File: src/rtl/dram_row_pkg.sv
package dram_row_pkg;

  typedef enum logic [2:0] {
    ST_IDLE = 3'd0,
    ST_PRE  = 3'd1,
    ST_ACT  = 3'd2,
    ST_COL  = 3'd3,
    ST_HOLD = 3'd4
  } seq_state_e;

  // keep-open mode needs both bits
  function automatic logic keep_open(input logic burst_en, input logic ras_down);
    return burst_en & ras_down;
  endfunction

  // events that force the row closed; clock stop is deliberately absent
  function automatic logic close_cause(input logic refresh, input logic self_ref,
                                       input logic standby, input logic bus_rel,
                                       input logic mode_on);
    return refresh | self_ref | standby | bus_rel | ~mode_on;
  endfunction

endpackage

File: src/rtl/drr_row_tracker.sv
module drr_row_tracker #(
  parameter int ROW_W = 10
) (
  input  logic             clk,
  input  logic             rst_n,
  input  logic             load,
  input  logic [ROW_W-1:0] new_row,
  input  logic             set_valid,
  input  logic             clr_valid,
  output logic [ROW_W-1:0] open_row,
  output logic             row_valid,
  output logic             row_hit
);

  function automatic logic same_row(input logic v, input logic [ROW_W-1:0] a,
                                    input logic [ROW_W-1:0] b);
    return v && (a == b);
  endfunction

  always_ff @(posedge clk) begin
    if (!rst_n) begin
      open_row  <= '0;
      row_valid <= 1'b0;
    end else begin
      if (load) open_row <= new_row;
      if (clr_valid)      row_valid <= 1'b0;
      else if (set_valid) row_valid <= 1'b1;
    end
  end

  assign row_hit = same_row(row_valid, open_row, new_row);

  // a cleared row stays invalid until an activation sets it again
  a_r7_clear_wins: assert property (@(posedge clk) disable iff (!rst_n)
    clr_valid |=> !row_valid);

endmodule

File: src/rtl/drr_pre_timer.sv
module drr_pre_timer #(
  parameter int PRE_W = 3
) (
  input  logic             clk,
  input  logic             rst_n,
  input  logic             load,
  input  logic [PRE_W-1:0] trp,
  input  logic             run,
  output logic             expired
);

  // a zero setting still gives one cycle of precharge
  function automatic logic [PRE_W-1:0] eff_len(input logic [PRE_W-1:0] t);
    return (t == '0) ? PRE_W'(1) : t;
  endfunction

  logic [PRE_W-1:0] cnt;

  always_ff @(posedge clk) begin
    if (!rst_n) begin
      cnt <= '0;
    end else if (load) begin
      cnt <= eff_len(trp) - PRE_W'(1);
    end else if (run && cnt != '0) begin
      cnt <= cnt - PRE_W'(1);
    end
  end

  assign expired = run && (cnt == '0);

  // precharge is not cut short by the sequencer
  a_r4_pre_holds: assert property (@(posedge clk) disable iff (!rst_n)
    (run && !expired) |=> run);

endmodule

File: src/rtl/drr_sequencer.sv
module drr_sequencer
  import dram_row_pkg::*;
(
  input  logic clk,
  input  logic rst_n,
  input  logic req_valid,
  input  logic other_space,
  input  logic cfg_burst_en,
  input  logic cfg_ras_down,
  input  logic ev_refresh,
  input  logic ev_self_refresh,
  input  logic ev_standby,
  input  logic ev_bus_release,
  input  logic ev_clock_stop,
  input  logic row_hit,
  input  logic pre_expired,
  output logic req_ready,
  output logic accept,
  output logic set_valid,
  output logic clr_valid,
  output logic pre_load,
  output logic pre_run,
  output logic col_phase,
  output logic ras_n,
  output logic cas_n,
  output logic addr_sel,
  output logic done
);

  seq_state_e state, state_nx;

  logic hold_mode;
  logic close_evt;
  logic hit_accept;
  logic miss_accept;
  logic row_strobe_on;
  logic next_strobe_on;

  assign hold_mode = keep_open(cfg_burst_en, cfg_ras_down);
  assign close_evt = close_cause(ev_refresh, ev_self_refresh, ev_standby,
                                 ev_bus_release, hold_mode);

  assign req_ready = !other_space && !ev_clock_stop &&
                     ((state == ST_IDLE) || (state == ST_HOLD && !close_evt));
  assign accept      = req_valid && req_ready;
  assign hit_accept  = accept && (state == ST_HOLD) && row_hit;
  assign miss_accept = accept && (state == ST_HOLD) && !row_hit;

  always_comb begin
    state_nx = state;
    unique case (state)
      ST_IDLE: if (accept) state_nx = ST_ACT;
      ST_HOLD: begin
        if (close_evt)        state_nx = ST_IDLE;
        else if (hit_accept)  state_nx = ST_COL;
        else if (miss_accept) state_nx = ST_PRE;
      end
      ST_PRE:  if (pre_expired) state_nx = ST_ACT;
      ST_ACT:  state_nx = ST_COL;
      ST_COL:  state_nx = (hold_mode && !close_evt) ? ST_HOLD : ST_IDLE;
      default: state_nx = ST_IDLE;
    endcase
  end

  always_ff @(posedge clk) begin
    if (!rst_n) state <= ST_IDLE;
    else        state <= state_nx;
  end

  assign row_strobe_on  = (state == ST_ACT) || (state == ST_COL) || (state == ST_HOLD);
  assign next_strobe_on = (state_nx == ST_ACT) || (state_nx == ST_COL) || (state_nx == ST_HOLD);

  assign set_valid = (state != ST_ACT) && (state_nx == ST_ACT);
  assign clr_valid = row_strobe_on && !next_strobe_on;
  assign pre_load  = miss_accept;
  assign pre_run   = (state == ST_PRE);
  assign col_phase = (state == ST_COL);

  assign ras_n    = !row_strobe_on;
  assign cas_n    = !col_phase;
  assign addr_sel = col_phase;
  assign done     = col_phase;

  // completion is a single-cycle pulse
  a_r10_done_single: assert property (@(posedge clk) disable iff (!rst_n)
    done |=> !done);
  // a close cause while holding drops the row strobe
  a_r7_close_drops_ras: assert property (@(posedge clk) disable iff (!rst_n)
    (state == ST_HOLD && close_evt) |=> ras_n);
  // a row hit goes straight to the column cycle under a low row strobe
  a_r3_hit_column_only: assert property (@(posedge clk) disable iff (!rst_n)
    hit_accept |=> (!cas_n && !ras_n));
  // other-space traffic does not disturb a held row
  a_r6_other_keeps_ras: assert property (@(posedge clk) disable iff (!rst_n)
    (state == ST_HOLD && other_space && !close_evt) |=> !ras_n);
  // clock stop neither closes the row nor lets a request in
  a_r9_clock_stop_holds: assert property (@(posedge clk) disable iff (!rst_n)
    (state == ST_HOLD && ev_clock_stop && !close_evt) |=> !ras_n);
  // with keep-open off the row strobe returns high after the column cycle
  a_r2_ras_up: assert property (@(posedge clk) disable iff (!rst_n)
    (col_phase && !hold_mode) |=> ras_n);

endmodule

File: src/rtl/dram_row_ctrl.sv
module dram_row_ctrl #(
  parameter int ROW_W = 10,
  parameter int COL_W = 9,
  parameter int PRE_W = 3,
  localparam int AW = (ROW_W > COL_W) ? ROW_W : COL_W
) (
  input  logic             clk,
  input  logic             rst_n,
  input  logic             req_valid,
  input  logic [ROW_W-1:0] req_row,
  input  logic [COL_W-1:0] req_col,
  input  logic             other_space,
  input  logic             cfg_burst_en,
  input  logic             cfg_ras_down,
  input  logic [PRE_W-1:0] cfg_precharge,
  input  logic             ev_refresh,
  input  logic             ev_self_refresh,
  input  logic             ev_standby,
  input  logic             ev_bus_release,
  input  logic             ev_clock_stop,
  output logic             req_ready,
  output logic             ras_n,
  output logic             cas_n,
  output logic             addr_sel,
  output logic [AW-1:0]    addr_out,
  output logic             done
);

  logic             accept;
  logic             set_valid;
  logic             clr_valid;
  logic             pre_load;
  logic             pre_run;
  logic             pre_expired;
  logic             col_phase;
  logic             row_hit;
  logic             row_valid;
  logic [ROW_W-1:0] open_row;
  logic [COL_W-1:0] col_q;

  drr_sequencer u_seq (
    .clk             (clk),
    .rst_n           (rst_n),
    .req_valid       (req_valid),
    .other_space     (other_space),
    .cfg_burst_en    (cfg_burst_en),
    .cfg_ras_down    (cfg_ras_down),
    .ev_refresh      (ev_refresh),
    .ev_self_refresh (ev_self_refresh),
    .ev_standby      (ev_standby),
    .ev_bus_release  (ev_bus_release),
    .ev_clock_stop   (ev_clock_stop),
    .row_hit         (row_hit),
    .pre_expired     (pre_expired),
    .req_ready       (req_ready),
    .accept          (accept),
    .set_valid       (set_valid),
    .clr_valid       (clr_valid),
    .pre_load        (pre_load),
    .pre_run         (pre_run),
    .col_phase       (col_phase),
    .ras_n           (ras_n),
    .cas_n           (cas_n),
    .addr_sel        (addr_sel),
    .done            (done)
  );

  drr_row_tracker #(.ROW_W(ROW_W)) u_rows (
    .clk       (clk),
    .rst_n     (rst_n),
    .load      (accept),
    .new_row   (req_row),
    .set_valid (set_valid),
    .clr_valid (clr_valid),
    .open_row  (open_row),
    .row_valid (row_valid),
    .row_hit   (row_hit)
  );

  drr_pre_timer #(.PRE_W(PRE_W)) u_pre (
    .clk     (clk),
    .rst_n   (rst_n),
    .load    (pre_load),
    .trp     (cfg_precharge),
    .run     (pre_run),
    .expired (pre_expired)
  );

  always_ff @(posedge clk) begin
    if (!rst_n)      col_q <= '0;
    else if (accept) col_q <= req_col;
  end

  function automatic logic [AW-1:0] mux_addr(input logic sel,
                                             input logic [ROW_W-1:0] r,
                                             input logic [COL_W-1:0] c);
    return sel ? AW'(c) : AW'(r);
  endfunction

  assign addr_out = mux_addr(col_phase, open_row, col_q);

  // a high row strobe never coexists with a remembered row
  a_r7_invalid_when_ras_high: assert property (@(posedge clk) disable iff (!rst_n)
    ras_n |-> !row_valid);

endmodule

File: config.mk
export PLATFORM = sky130hd
export DESIGN_NAME = dram_row_ctrl
export DESIGN_NICKNAME = d
export VERILOG_FILES = /design/src/rtl/dram_row_pkg.sv /design/src/rtl/drr_row_tracker.sv /design/src/rtl/drr_pre_timer.sv /design/src/rtl/drr_sequencer.sv /design/src/rtl/dram_row_ctrl.sv
export SDC_FILE = /design/constraint.sdc
export NUM_CORES = 1
export LEC_CHECK = 0
export ABC_CLOCK_PERIOD_IN_PS = 3000
export BUFFER_PORTS_ARGS = -buffer_cell sky130_fd_sc_hd__buf_4
export CAP_MARGIN = 20
export CORE_MARGIN = 1.5
export CORE_UTILIZATION = 40
export CTS_CLUSTER_DIAMETER = 60
export CTS_CLUSTER_SIZE = 28
export DETAILED_ROUTE_END_ITERATION = 8
export PLACE_DENSITY_LB_ADDON = 0.05
export SYNTH_ARGS = -nofsm -noshare
export SYNTH_HDL_FRONTEND = slang
export SYNTH_SLANG_ARGS = --single-unit
File: constraint.sdc
create_clock -name clk -period 3 [get_ports clk]
set_input_delay 0.9 -clock clk [delete_from_list [all_inputs] [get_ports clk]]
set_output_delay 0.9 -clock clk [all_outputs]
set_load 0.01 [all_outputs]
# Yosys cells after proc, flatten, opt, wreduce, memory -nomap -nowiden
# Cells that the tools add are included.
dict set report word_totals {
  latchBits 0
  out_inout_bits 15
  word_cells 65
  mem_count 0
  rom_bits 0
  ff_bits 26
  ram_bits 0
}
dict set report classes {
  n_mux 11
  n_lt_le_gt_ge 0
  n_div 0
  n_bitwise 7
  addsub 2
  n_eq_ne 9
  n_mul 0
  n_reduce_logical 31
  n_shift 0
}
# op count
set op_table {}
lappend op_table {{two-way mux 3 bit} 9}
lappend op_table {{one-hot mux 3 bit (5 select lines)} 1}
lappend op_table {{logical AND 1 bit} 13}
lappend op_table {{== test 3 x 2 -> 1 bit (second input constant)} 4}
lappend op_table {{== test 10 bit} 1}
lappend op_table {{two-way mux 10 bit} 1}
lappend op_table {{zero test 3 bit} 3}
lappend op_table {{zero test 1 bit} 7}
lappend op_table {{== test 3 bit (second input constant)} 2}
lappend op_table {{subtractor 3 x 1 -> 3 bit (second input constant)} 2}
lappend op_table {{logical OR 1 bit} 5}
lappend op_table {{OR 1 bit} 4}
lappend op_table {{== test 3 x 1 -> 1 bit (second input constant)} 1}
lappend op_table {{!= test 3 x 2 -> 1 bit (second input constant)} 1}
lappend op_table {{nonzero test 3 bit} 1}
lappend op_table {{inverter 1 bit} 2}
lappend op_table {{nonzero test 2 bit} 1}
lappend op_table {{OR reduction 2 bit} 1}
lappend op_table {{AND 1 bit} 1}

# Logic depth before layout (Yosys ltp)
# Gate-level depths: netlist (run 1).
dict set report logic_depth {
  ltp_word 21
  mapped_depth 8
  depth_no_buf 8
}

# Hierarchy
# From an unflattened synthesis (run 1), not the netlist that was laid out.
dict set report unflattened {
  cells_unflattened 155
  area_unflattened_um2 1510.2
}
# mod n_inst area_each_um2 cells_each
set modules_own_cells {}
lappend modules_own_cells {drr_row_tracker 1 524.3 49}
lappend modules_own_cells {dram_row_ctrl 1 493.0 39}
lappend modules_own_cells {drr_sequencer 1 280.3 41}
lappend modules_own_cells {drr_pre_timer 1 212.7 26}

# Worst setup path after synthesis (run 1)
# No wires, ideal clock.
dict set report synth_timing {
  kind {input to register}
  startpoint {in req_row[1]}
  endpoint {reg u_pre.cnt[2]}
  arrival_time_ps 2549
  required_ps 2914
  cell_stages 8
  path_slack_ps 366
  path_cell_list {xnor2_1 -> nand4_1 -> o311ai_2 -> mux2i_1 -> ha_1 -> nand3_1 -> xor2_1 -> a211oi_1}
}
dict set report synth_via {
  elab_chain_cells 5
  word_cells_on_any_way 6
}
# element line
set synth_lines {}
lappend synth_lines {{start, declared} dram_row_ctrl.sv:10} ;# input logic [ROW_W-1:0] req_row,
lappend synth_lines {{== test 10 bit *} drr_row_tracker.sv:17} ;# return v && (a == b);
lappend synth_lines {{logical AND 1 bit *} drr_row_tracker.sv:17}
lappend synth_lines {{zero test 1 bit *} drr_sequencer.sv:47} ;# assign miss_accept = accept && (state == ST_HOLD) && !row_hit;
lappend synth_lines {{logical AND 1 bit *} drr_sequencer.sv:47}
lappend synth_lines {{two-way mux 3 bit / nonzero test 2 bit (equally long branches)} -}
lappend synth_lines {{end signal, assigned} drr_pre_timer.sv:23} ;# cnt <= eff_len(trp) - PRE_W'(1);
lappend synth_lines {{end signal, assigned} drr_pre_timer.sv:25} ;# cnt <= cnt - PRE_W'(1);
lappend synth_lines {{end, declared} drr_pre_timer.sv:17} ;# logic [PRE_W-1:0] cnt;
# Mark *: on every way between the ends. The rest lies on a longest branch, timed or not.
# A chain may end at the register's enable or synchronous reset.

# Worst setup path in the final report (run 1)
dict set report layout_timing {
  startpoint {in ev_self_refresh}
  endpoint {out req_ready}
}
dict set report layout_via {
  elab_chain_cells 8
}
# element line
set layout_lines {}
lappend layout_lines {{start, declared} dram_row_ctrl.sv:17} ;# input logic ev_self_refresh,
lappend layout_lines {{OR 1 bit (4 in a row)} dram_row_pkg.sv:20} ;# return refresh | self_ref | standby | bus_rel | ~mode_on;
lappend layout_lines {{zero test 1 bit} drr_sequencer.sv:44} ;# ((state == ST_IDLE) || (state == ST_HOLD && !close_evt));
lappend layout_lines {{logical AND 1 bit} drr_sequencer.sv:44}
lappend layout_lines {{logical OR 1 bit} drr_sequencer.sv:44}
lappend layout_lines {{logical AND 1 bit} drr_sequencer.sv:43} ;# assign req_ready = !other_space && !ev_clock_stop &&
lappend layout_lines {{end, declared} dram_row_ctrl.sv:21} ;# output logic req_ready,
# No other way between the ends.

==> flow_metrics.tcl, run 1 <==
set metrics [dict create \
    clkTransAtPathRegs_ns 0.14 \
    wl_met2_um 1770 \
    post-route-period-util_pct 89.4 \
    postRouteAntennaNets 0 \
    fin_tns_setup_ns 0 \
    grt.total_usage_pct 18.7 \
    power.ir.vdd_worst_uv 148 \
    synth.ff_latch_count 26 \
    power.switching_mw 0.176 \
    worstSkewPairLatency_ns 0.32 \
    cts_buffer_depth 2 \
    cts.hold.buffers_added 0 \
    antenna_cells 0 \
    timing_max_transition_violations_final 0 \
    hold_path_class "reg -> reg" \
    first_global_vias 1256 \
    ff_latch_area_um2 520 \
    layout.nets 266 \
    syn_area_per_cell_um2 7.55 \
    met3_wirelength_um 207 \
    total_power_mw 0.675 \
    timing.final.hold_violations 0 \
    cts_made_buffers 3 \
    critPathMaxStageDelay_ns 0.33 \
    power.static_leakage_nw 0.773 \
    synth_edf_count 0 \
    setup-violations-final 0 \
    highest-signal-layer "met4" \
    grt_setup_unrepaired "no" \
    routedWlPerCell_um 12.6 \
    grt_pass1_wl_um 5380 \
    post_synth_instance_area_um2 1400 \
    routed_wirelength_um 3490 \
    share_comb_of_total_power_pct 18.3 \
    worst_clock_skew_ns 0.00469 \
    reg2regPathDepth 8 \
    coreArea_um2 3340 \
    place.port_buffers 47 \
    routabilityCongestion 0.768 \
    die_h_um 62.1 \
    launch_point_of_the_worst_hold_path "col_q[3]" \
    met1Wirelength_um 1490 \
    final_period_minus_worst_setup_slack_ns 2.68 \
    chipWidth_um 62.1 \
    multi_input_combinational_cell_area_um2 818 \
    htree_levels 1 \
    firstDrtPassIters 4 \
    fmax_ghz 0.373 \
    setup.worst_path.start_class "input pin" \
    drcViolationCount 0 \
    postSynthNetCount 219 \
    drt_first_iter_violations 58 \
    synth.yosys.seq_area_share_pct 37.3 \
    initial_core_util_pct 41.8 \
    num_rows 21 \
    pin_count_of_the_biggest_net_entering_global_routing 20 \
    power.switching_fraction_pct 26.1 \
    worst_ep_arrival_time_ns 1.78 \
    fillCellCount 339 \
    sequentialPowerShare_pct 55.0 \
    internal_power_mw 0.499 \
    worst_hold_path.num_cells 2 \
    cts.repair.resized 0 \
    critical_path_peak_fanout 2 \
    worst_slew_margin_rel_pct 58.5 \
    critical_path.endpoint_type "primary output" \
    async_reset_ff_share_pct 0 \
    whs_endpoint "col_q[3]" \
    crit_type "in -> out" \
    design.die.area_um2 3850 \
    grt-ovfl-total 0 \
    ios 48 \
    synthDistinctLibCells 37 \
    area_growth_syn_to_layout_pct 31.1 \
    power_frac_clock_pct 26.6 \
    cts_tree "done" \
    antenna_found_initial 0 \
    crit-reg2reg-launch "u_seq.state[1]" \
    critical-path-slowest-cell "sky130_fd_sc_hd__nor4_1" \
    drive_gt1_share_pct 26.0 \
    ys.flop_type "sky130_fd_sc_hd__dfxtp_1" \
    route.vias.total 1386 \
    dp.final_hpwl_um 2610 \
    crit_top_cell "sky130_fd_sc_hd__buf_4" \
    crit_start "ev_self_refresh" \
    setup.reg_to_reg.worst_slack_ns 0.72 \
    clk_root_buffer_cell "sky130_fd_sc_hd__clkbuf_4" \
    power_density_nw_per_um2 369 \
    max-cap-violations 0 \
    result_of_the_run "finished, final reports clean" \
    timing.critical_path.cells "buf_4 > nor4_1 > nand2_1 > a21boi_0 > buf_4" \
    cts.sinks 26 \
    worstMarginPinSlew_ns 0.622 \
    viasPerCell 5.00 \
    required_ns 2.10 \
    crit-reg2reg-capture "u_pre.cnt[2]" \
    yosysWarnings 0 \
    synth_cells 185 \
    cts_setup_buffers 0 \
]
cell type report:
| type | instances | area share, % |
|---|---|---|
| Sequential cell | 26 | 28.4 |
| Tap cell | 46 | 3.14 |
| Multi-Input combinational cell | 146 | 44.7 |
| Inverter | 4 | 0.820 |
| Timing Repair Buffer | 51 | 20.9 |
| Clock buffer | 4 | 1.98 |
layout by cell type (no fill, tap or decap), types with 2 or more instances in the layout:
cell | synthesis | routed
sky130_fd_sc_hd__inv_1 | 4 | 4
sky130_fd_sc_hd__a21o_1 | 2 | 2
sky130_fd_sc_hd__xnor2_1 | 11 | 11
sky130_fd_sc_hd__nand2_1 | 69 | 69
sky130_fd_sc_hd__dfxtp_1 | 26 | 26
sky130_fd_sc_hd__nor2_1 | 3 | 3
sky130_fd_sc_hd__buf_4 | 1 | 51
sky130_fd_sc_hd__and2_1 | 3 | 3
sky130_fd_sc_hd__xor2_1 | 2 | 2
sky130_fd_sc_hd__mux2i_1 | 2 | 2
sky130_fd_sc_hd__nand4_1 | 2 | 2
sky130_fd_sc_hd__nand3_1 | 3 | 3
sky130_fd_sc_hd__a21oi_1 | 22 | 22
sky130_fd_sc_hd__nand3b_1 | 2 | 2
sky130_fd_sc_hd__nor2b_1 | 2 | 2
sky130_fd_sc_hd__nor3_1 | 2 | 2
sky130_fd_sc_hd__clkbuf_4 | 0 | 3
sky130_fd_sc_hd__a31oi_1 | 3 | 3
Yosys cell counts, types with 3 or more instances:
cell type / count / area (µm²)
sky130_fd_sc_hd__inv_1: 4 / 15.0
sky130_fd_sc_hd__a21oi_1: 22 / 110
sky130_fd_sc_hd__nand3_1: 3 / 15.0
sky130_fd_sc_hd__buf_2: 4 / 20.0
sky130_fd_sc_hd__nor2_1: 3 / 11.3
sky130_fd_sc_hd__a31oi_1: 3 / 18.8
sky130_fd_sc_hd__xnor2_1: 11 / 96.3
sky130_fd_sc_hd__and2_1: 3 / 18.8
sky130_fd_sc_hd__nand2_1: 69 / 259
sky130_fd_sc_hd__dfxtp_1: 26 / 521
sky130_fd_sc_hd__clkbuf_1: 4 / 15.0
power by group through the flow:
stage	logic (mW)	registers [mW]	clock network, mW
after floorplan	0.0654	0.376	0
after global placement	0.123	0.378	0
after detailed placement	0.125	0.379	0
after CTS	0.126	0.371	0.189
after global routing	0.137	0.374	0.203
final	0.124	0.371	0.180
registers in the layout, indices dropped and copies added, names as in the netlist:
signal / cells
col_q: 9
u_pre.cnt: 3
u_rows.open_row: 10
u_rows.row_valid: 1
u_seq.state: 3
metal layers:
layer  up-vias  global-route usage [%]
met4         0                    6.99
met1       635                    22.3
met2        40                    33.2
met5         -                       0
li1        709                       -
met3         2                    3.31
how the worst max path moves through the flow:
stage / endpoint / slack [ns] / cells past startpoint
final: req_ready / 0.32 / 5
after global routing: req_ready / 0.24 / 5
after CTS: req_ready / 0.31 / 5
after detailed placement: u_pre.cnt[2] / 0.15 / 9
after global placement: u_pre.cnt[2] / 0.30 / 9
after floorplan: u_pre.cnt[2] / 0.37 / 8
cells by family (layout without fill, tap and decap cells):
kind of cell / Yosys count / after routing / share of synthesized area, %
muxes: 2 / 2 / 1.43
DFF: 26 / 26 / 37.3
AOI/OAI and AO/OA: 36 / 36 / 17.1
xor gates and xnor gates: 13 / 13 / 8.15
and+or+nand+nor: 94 / 94 / 31.0
adders and majority gates: 1 / 1 / 0.896
buffers and inverters: 13 / 59 / 4.12
per-stage QoR:
| step | std cells | instance area, µm² | setup slack [ns] | hold slack, ns | util [%] |
|---|---|---|---|---|---|
| final | 277 | 1830 | 0.319 | 0.464 | 54.9 |
| after global routing | 277 | 1830 | 0.239 | 0.488 | 54.9 |
| after CTS | 277 | 1830 | 0.305 | 0.468 | 54.9 |
| after detailed placement | 273 | 1790 | 0.153 | 0.448 | 53.8 |
| after global placement | 273 | 1790 | 0.299 | 0.443 | 53.8 |
| after floorplan | 185 | 1400 | 0.366 | 0.437 | - |
critical path, delay by kind of cell:
kind                   cells  cell delay [ns]
AND/OR/NAND/NOR            2             0.44
buffers and inverters      2             0.26
AO/OA/AOI/OAI              1             0.19
No activity file was read; power rests on OpenSTA's default activity.
==> run 2, diff against run 1 <==
Settings changed: CTS_BUF_LIST set to sky130_fd_sc_hd__clkbuf_8 sky130_fd_sc_hd__clkbuf_16.
==> flow_metrics.tcl, run 2 (synthesis results as in run 1) <==
set metrics [dict create \
    result_of_the_run "finished, final reports clean" \
    setup-violations-final 0 \
    critical_path_peak_fanout 2 \
    crit_type "in -> out" \
    reg_top3 "u_rows.open_row: 10 flops, col_q: 9 flops" \
    standard_cell_area_after_detailed_placement_um2 1790 \
    cts_made_buffers 3 \
    final_design_instance_area_without_fill_um2 1850 \
    timing_max_transition_violations_final 0 \
    place.port_buffers 47 \
    most_frequent_cells_in_the_layout "69 x sky130_fd_sc_hd__nand2_1, 51 x sky130_fd_sc_hd__buf_4, 26 x sky130_fd_sc_hd__dfxtp_1, 22 x sky130_fd_sc_hd__a21oi_1, 11 x sky130_fd_sc_hd__xnor2_1" \
    timing.final.hold_violations 0 \
    worstMarginPinSlew_ns 0.624 \
    layout.nets 266 \
    cts.hold.buffers_added 0 \
    cts_buffer_depth 2 \
    area_growth_syn_to_layout_pct 32.4 \
    worst_clock_skew_ns 0.00406 \
    grt.total_usage_pct 18.9 \
    largest_register_ff_count 10 \
    regMostFlops "u_rows.open_row" \
    routedWlPerCell_um 12.6 \
    dp.final_hpwl_um 2610 \
    postRouteAntennaNets 0 \
    clkTransAtPathRegs_ns 0.09 \
    final_period_minus_worst_setup_slack_ns 2.68 \
    drcViolationCount 0 \
    cts.sinks 26 \
    cts_tree "done" \
    setup.worst_path.start_class "input pin" \
    fin_tns_setup_ns 0 \
    critical_path.endpoint_type "primary output" \
    first_global_vias 1257 \
    worstSkewPairLatency_ns 0.27 \
    grt_pass1_wl_um 5400 \
    clk_root_buffer_cell "sky130_fd_sc_hd__clkbuf_8" \
    num_rows 21 \
    max-cap-violations 0 \
    antenna_cells 0 \
    fillCellCount 339 \
    firstDrtPassIters 4 \
    hold_path_class "reg -> reg" \
    coreArea_um2 3340 \
    routed_wirelength_um 3500 \
    initial_core_util_pct 41.8 \
    chipWidth_um 62.1 \
    fmax_ghz 0.373 \
    grt_setup_unrepaired "no" \
    htree_levels 1 \
    drt_first_iter_violations 52 \
    worst_ep_arrival_time_ns 1.78 \
    power.static_leakage_nw 0.781 \
    design.die.area_um2 3850 \
    die_h_um 62.1 \
    antenna_found_initial 0 \
    power.ir.vdd_worst_uv 181 \
    grt-ovfl-total 0 \
    pin_count_of_the_biggest_net_entering_global_routing 20 \
    drive_gt1_share_pct 26.0 \
    final_common_cell "sky130_fd_sc_hd__nand2_1" \
    route.vias.total 1387 \
    worst_slew_margin_rel_pct 58.4 \
    post-route-period-util_pct 89.4 \
    routabilityCongestion 0.768 \
    cts_setup_buffers 0 \
    viasPerCell 5.01 \
    cts.repair.resized 0 \
    required_ns 2.10 \
    ios 48 \
    power_density_nw_per_um2 391 \
]
[run 2: changes by cell type in the layout (fill, tap and decap cells not counted)]
cell and delta:
sky130_fd_sc_hd__clkbuf_4 -3, sky130_fd_sc_hd__clkbuf_8 +3
[run 2: layout make-up]
type | count | area, µm² | area share, %
well taps | 46 | 57.6 | 3.11
clock buffers | 4 | 55.1 | 2.98
multi-input cells | 146 | 818 | 44.2
inverters | 4 | 15.0 | 0.812
repair buffers | 51 | 383 | 20.7
flip-flops and latches | 26 | 520 | 28.1
[run 2: per-stage QoR]
step	util (%)	worst slack (ns)	power, mW	std cells	hold slack (ns)
6_report	55.4	0.318	0.723	277	0.458
5_1_grt	55.4	0.239	0.761	277	0.482
4_1_cts	55.4	0.305	0.736	277	0.462
3_5_place_dp	53.8	0.153	0.504	273	0.448
3_3_place_gp	53.8	0.299	0.501	273	0.443
2_1_floorplan	-	0.366	0.441	185	0.437
[run 2: worst paths after layout]
check | depth (start not counted) | to | from | slack, ns
hold / removal | 2 | col_q[3] | col_q[3] | 0.46
hold reg to reg | 2 | col_q[3] | col_q[3] | 0.46
setup reg to reg | 8 | u_pre.cnt[2] | u_seq.state[1] | 0.72
setup / recovery | 5 | req_ready | ev_self_refresh | 0.32
[run 2: report_power, final]
part	internal, mW	switching [mW]	leakage, nW
Clock	0.117	0.111	0.0288
Sequential	0.358	0.0130	0.211
Combinational	0.0662	0.0574	0.541
[run 2: critical path, cell delays in order]
cell                       delay (ns)
sky130_fd_sc_hd__buf_4           0.11
sky130_fd_sc_hd__nor4_1          0.33
sky130_fd_sc_hd__nand2_1         0.11
sky130_fd_sc_hd__a21boi_0        0.19
sky130_fd_sc_hd__buf_4           0.15
[run 2: routing by layer]
layer | global-route usage [%] | vias to the layer above | share of wire [%]
met4 | 7.90 | 0 | 1.3
li1 | - | 706 | -
met5 | 0 | - | 0
met1 | 22.3 | 633 | 42
met2 | 33.2 | 43 | 51
met3 | 3.93 | 5 | 6.1
==> run 3, diff against run 2 <==
Settings changed: CORE_UTILIZATION 40 to 45.
==> flow_metrics.tcl, run 3 (synthesis results as in run 1) <==
set metrics [dict create \
    result_of_the_run "finished, final reports clean" \
    timing.critical_path.cells "buf_4 > nor4_1 > nand2_1 > a21boi_0 > buf_4" \
    die_h_um 58.7 \
    cts_buffer_depth 2 \
    cp.depth 5 \
    critical-path-slowest-cell "sky130_fd_sc_hd__nor4_1" \
    standard_cell_area_after_detailed_placement_um2 1770 \
    max-cap-violations 0 \
    firstDrtPassIters 4 \
    finalNonFillerCells 263 \
    coreArea_um2 3000 \
    ff_latch_area_um2 520 \
    clk_root_buffer_cell "sky130_fd_sc_hd__clkbuf_8" \
    antenna_found_initial 0 \
    routabilityCongestion 0.791 \
    power.switching_mw 0.182 \
    grt-ovfl-total 0 \
    hold_path_class "reg -> reg" \
    cp.buffers_inverters 2 \
    num_rows 20 \
    ios 48 \
    total_power_mw 0.722 \
    place.port_buffers 47 \
    htree_levels 1 \
    dp.final_hpwl_um 2390 \
    postLayoutCoreUtil_pct 60.8 \
    final_design_instance_area_without_fill_um2 1830 \
    multi_input_combinational_cell_area_um2 818 \
    launch_point_of_the_worst_hold_path "col_q[2]" \
    setup.worst_path.start_class "input pin" \
    first_global_vias 1270 \
    setup.reg_to_reg.worst_slack_ns 0.75 \
    layout.nets 265 \
    power_frac_clock_pct 31.7 \
    required_ns 2.10 \
    postRouteAntennaNets 0 \
    initial_core_util_pct 46.5 \
    cts.hold.buffers_added 0 \
    fin_ws_ns 0.313 \
    critical_path.endpoint_type "primary output" \
    worstSkewPairLatency_ns 0.27 \
    internal_power_mw 0.541 \
    reg2regPathDepth 8 \
    cts_tree "done" \
    drcViolationCount 0 \
    critical_path_peak_fanout 2 \
    routedWlPerCell_um 12.5 \
    crit_start "ev_self_refresh" \
    routed_wirelength_um 3280 \
    fillCellCount 299 \
    path_delay_family "simple AND/OR/NAND/NOR gates" \
    cts.sinks 26 \
    worst_ep_arrival_time_ns 1.79 \
    worst_slew_margin_rel_pct 46.7 \
    worst_clock_skew_ns 0.00307 \
    crit_top_cell "sky130_fd_sc_hd__buf_4" \
    reg_top3 "u_rows.open_row: 10 flops, col_q: 9 flops" \
    setup-violations-final 0 \
    min_hold_slack_ns 0.460 \
    dp_cells 259 \
    route.vias.total 1375 \
    crit-reg2reg-capture "u_pre.cnt[2]" \
    grt_setup_unrepaired "no" \
    crit-reg2reg-launch "u_seq.state[1]" \
    share_comb_of_total_power_pct 17.0 \
    cts_setup_buffers 0 \
    pin_count_of_the_biggest_net_entering_global_routing 26 \
    viasPerCell 5.23 \
    fmax_ghz 0.372 \
    design.die.area_um2 3450 \
    fin_tns_setup_ns 0 \
    cts_made_buffers 3 \
    final_common_cell "sky130_fd_sc_hd__nand2_1" \
    regMostFlops "u_rows.open_row" \
    sequentialPowerShare_pct 51.4 \
    grt.total_usage_pct 19.6 \
    worstMarginPinSlew_ns 0.799 \
    worstSetupEndpoint "req_ready" \
    post-route-period-util_pct 89.6 \
    most_frequent_cells_in_the_layout "69 x sky130_fd_sc_hd__nand2_1, 50 x sky130_fd_sc_hd__buf_4, 26 x sky130_fd_sc_hd__dfxtp_1, 22 x sky130_fd_sc_hd__a21oi_1, 11 x sky130_fd_sc_hd__xnor2_1" \
    power_density_nw_per_um2 396 \
    final_period_minus_worst_setup_slack_ns 2.69 \
    antenna_cells 0 \
    timing.final.hold_violations 0 \
    chipWidth_um 58.7 \
    critPathMaxStageDelay_ns 0.33 \
    area_growth_syn_to_layout_pct 30.7 \
    largest_register_ff_count 10 \
    power.static_leakage_nw 0.776 \
    drt_first_iter_violations 42 \
    clkTransAtPathRegs_ns 0.09 \
    cts.repair.resized 0 \
    dp_slack_ns 0.148 \
    grt_pass1_wl_um 5290 \
    timing_max_transition_violations_final 0 \
    power.ir.vdd_worst_uv 211 \
    power.switching_fraction_pct 25.2 \
    drive_gt1_share_pct 25.7 \
    crit_type "in -> out" \
]
run 3: changes by cell type in the layout (fill, tap and decap cells not counted), sizes merged:
cell,previous run,this run
buf,51,50
run 3: per-layer routing:
metal	track usage [%]	routed length, µm
met5	0	0
met2	35.8	1600
met1	23.8	1490
met4	4.22	11
met3	3.96	179
run 3: how the worst min path moves through the flow:
stage / endpoint / slack [ns] / cells after the start
2_1_floorplan: col_q[0] / 0.44 / 2
3_3_place_gp: col_q[7] / 0.44 / 2
3_5_place_dp: col_q[4] / 0.45 / 2
4_1_cts: col_q[2] / 0.46 / 2
5_1_grt: col_q[8] / 0.48 / 2
6_report: col_q[2] / 0.46 / 2
run 3: power groups by stage:
stage          clock (mW)  combinational, mW  sequential [mW]
2_1_floorplan           0             0.0654            0.376
3_3_place_gp            0              0.120            0.378
3_5_place_dp            0              0.123            0.379
4_1_cts             0.228              0.124            0.371
5_1_grt             0.245              0.136            0.373
6_report            0.229              0.123            0.371
run 3: worst min-delay path, delay by kind of cell (launching register included):
family,cells,cell delay [ns]
flops,1,0.32
simple gates,1,0.05
compound gates,1,0.05
run 3: layout make-up:
cell class              count  share of cell area (%)
multi-input cells         146                    44.8
flip-flops and latches     26                    28.5
well taps                  33                    2.26
inverters                   4                   0.822
repair buffers             50                    20.6
clock buffers               4                    3.02
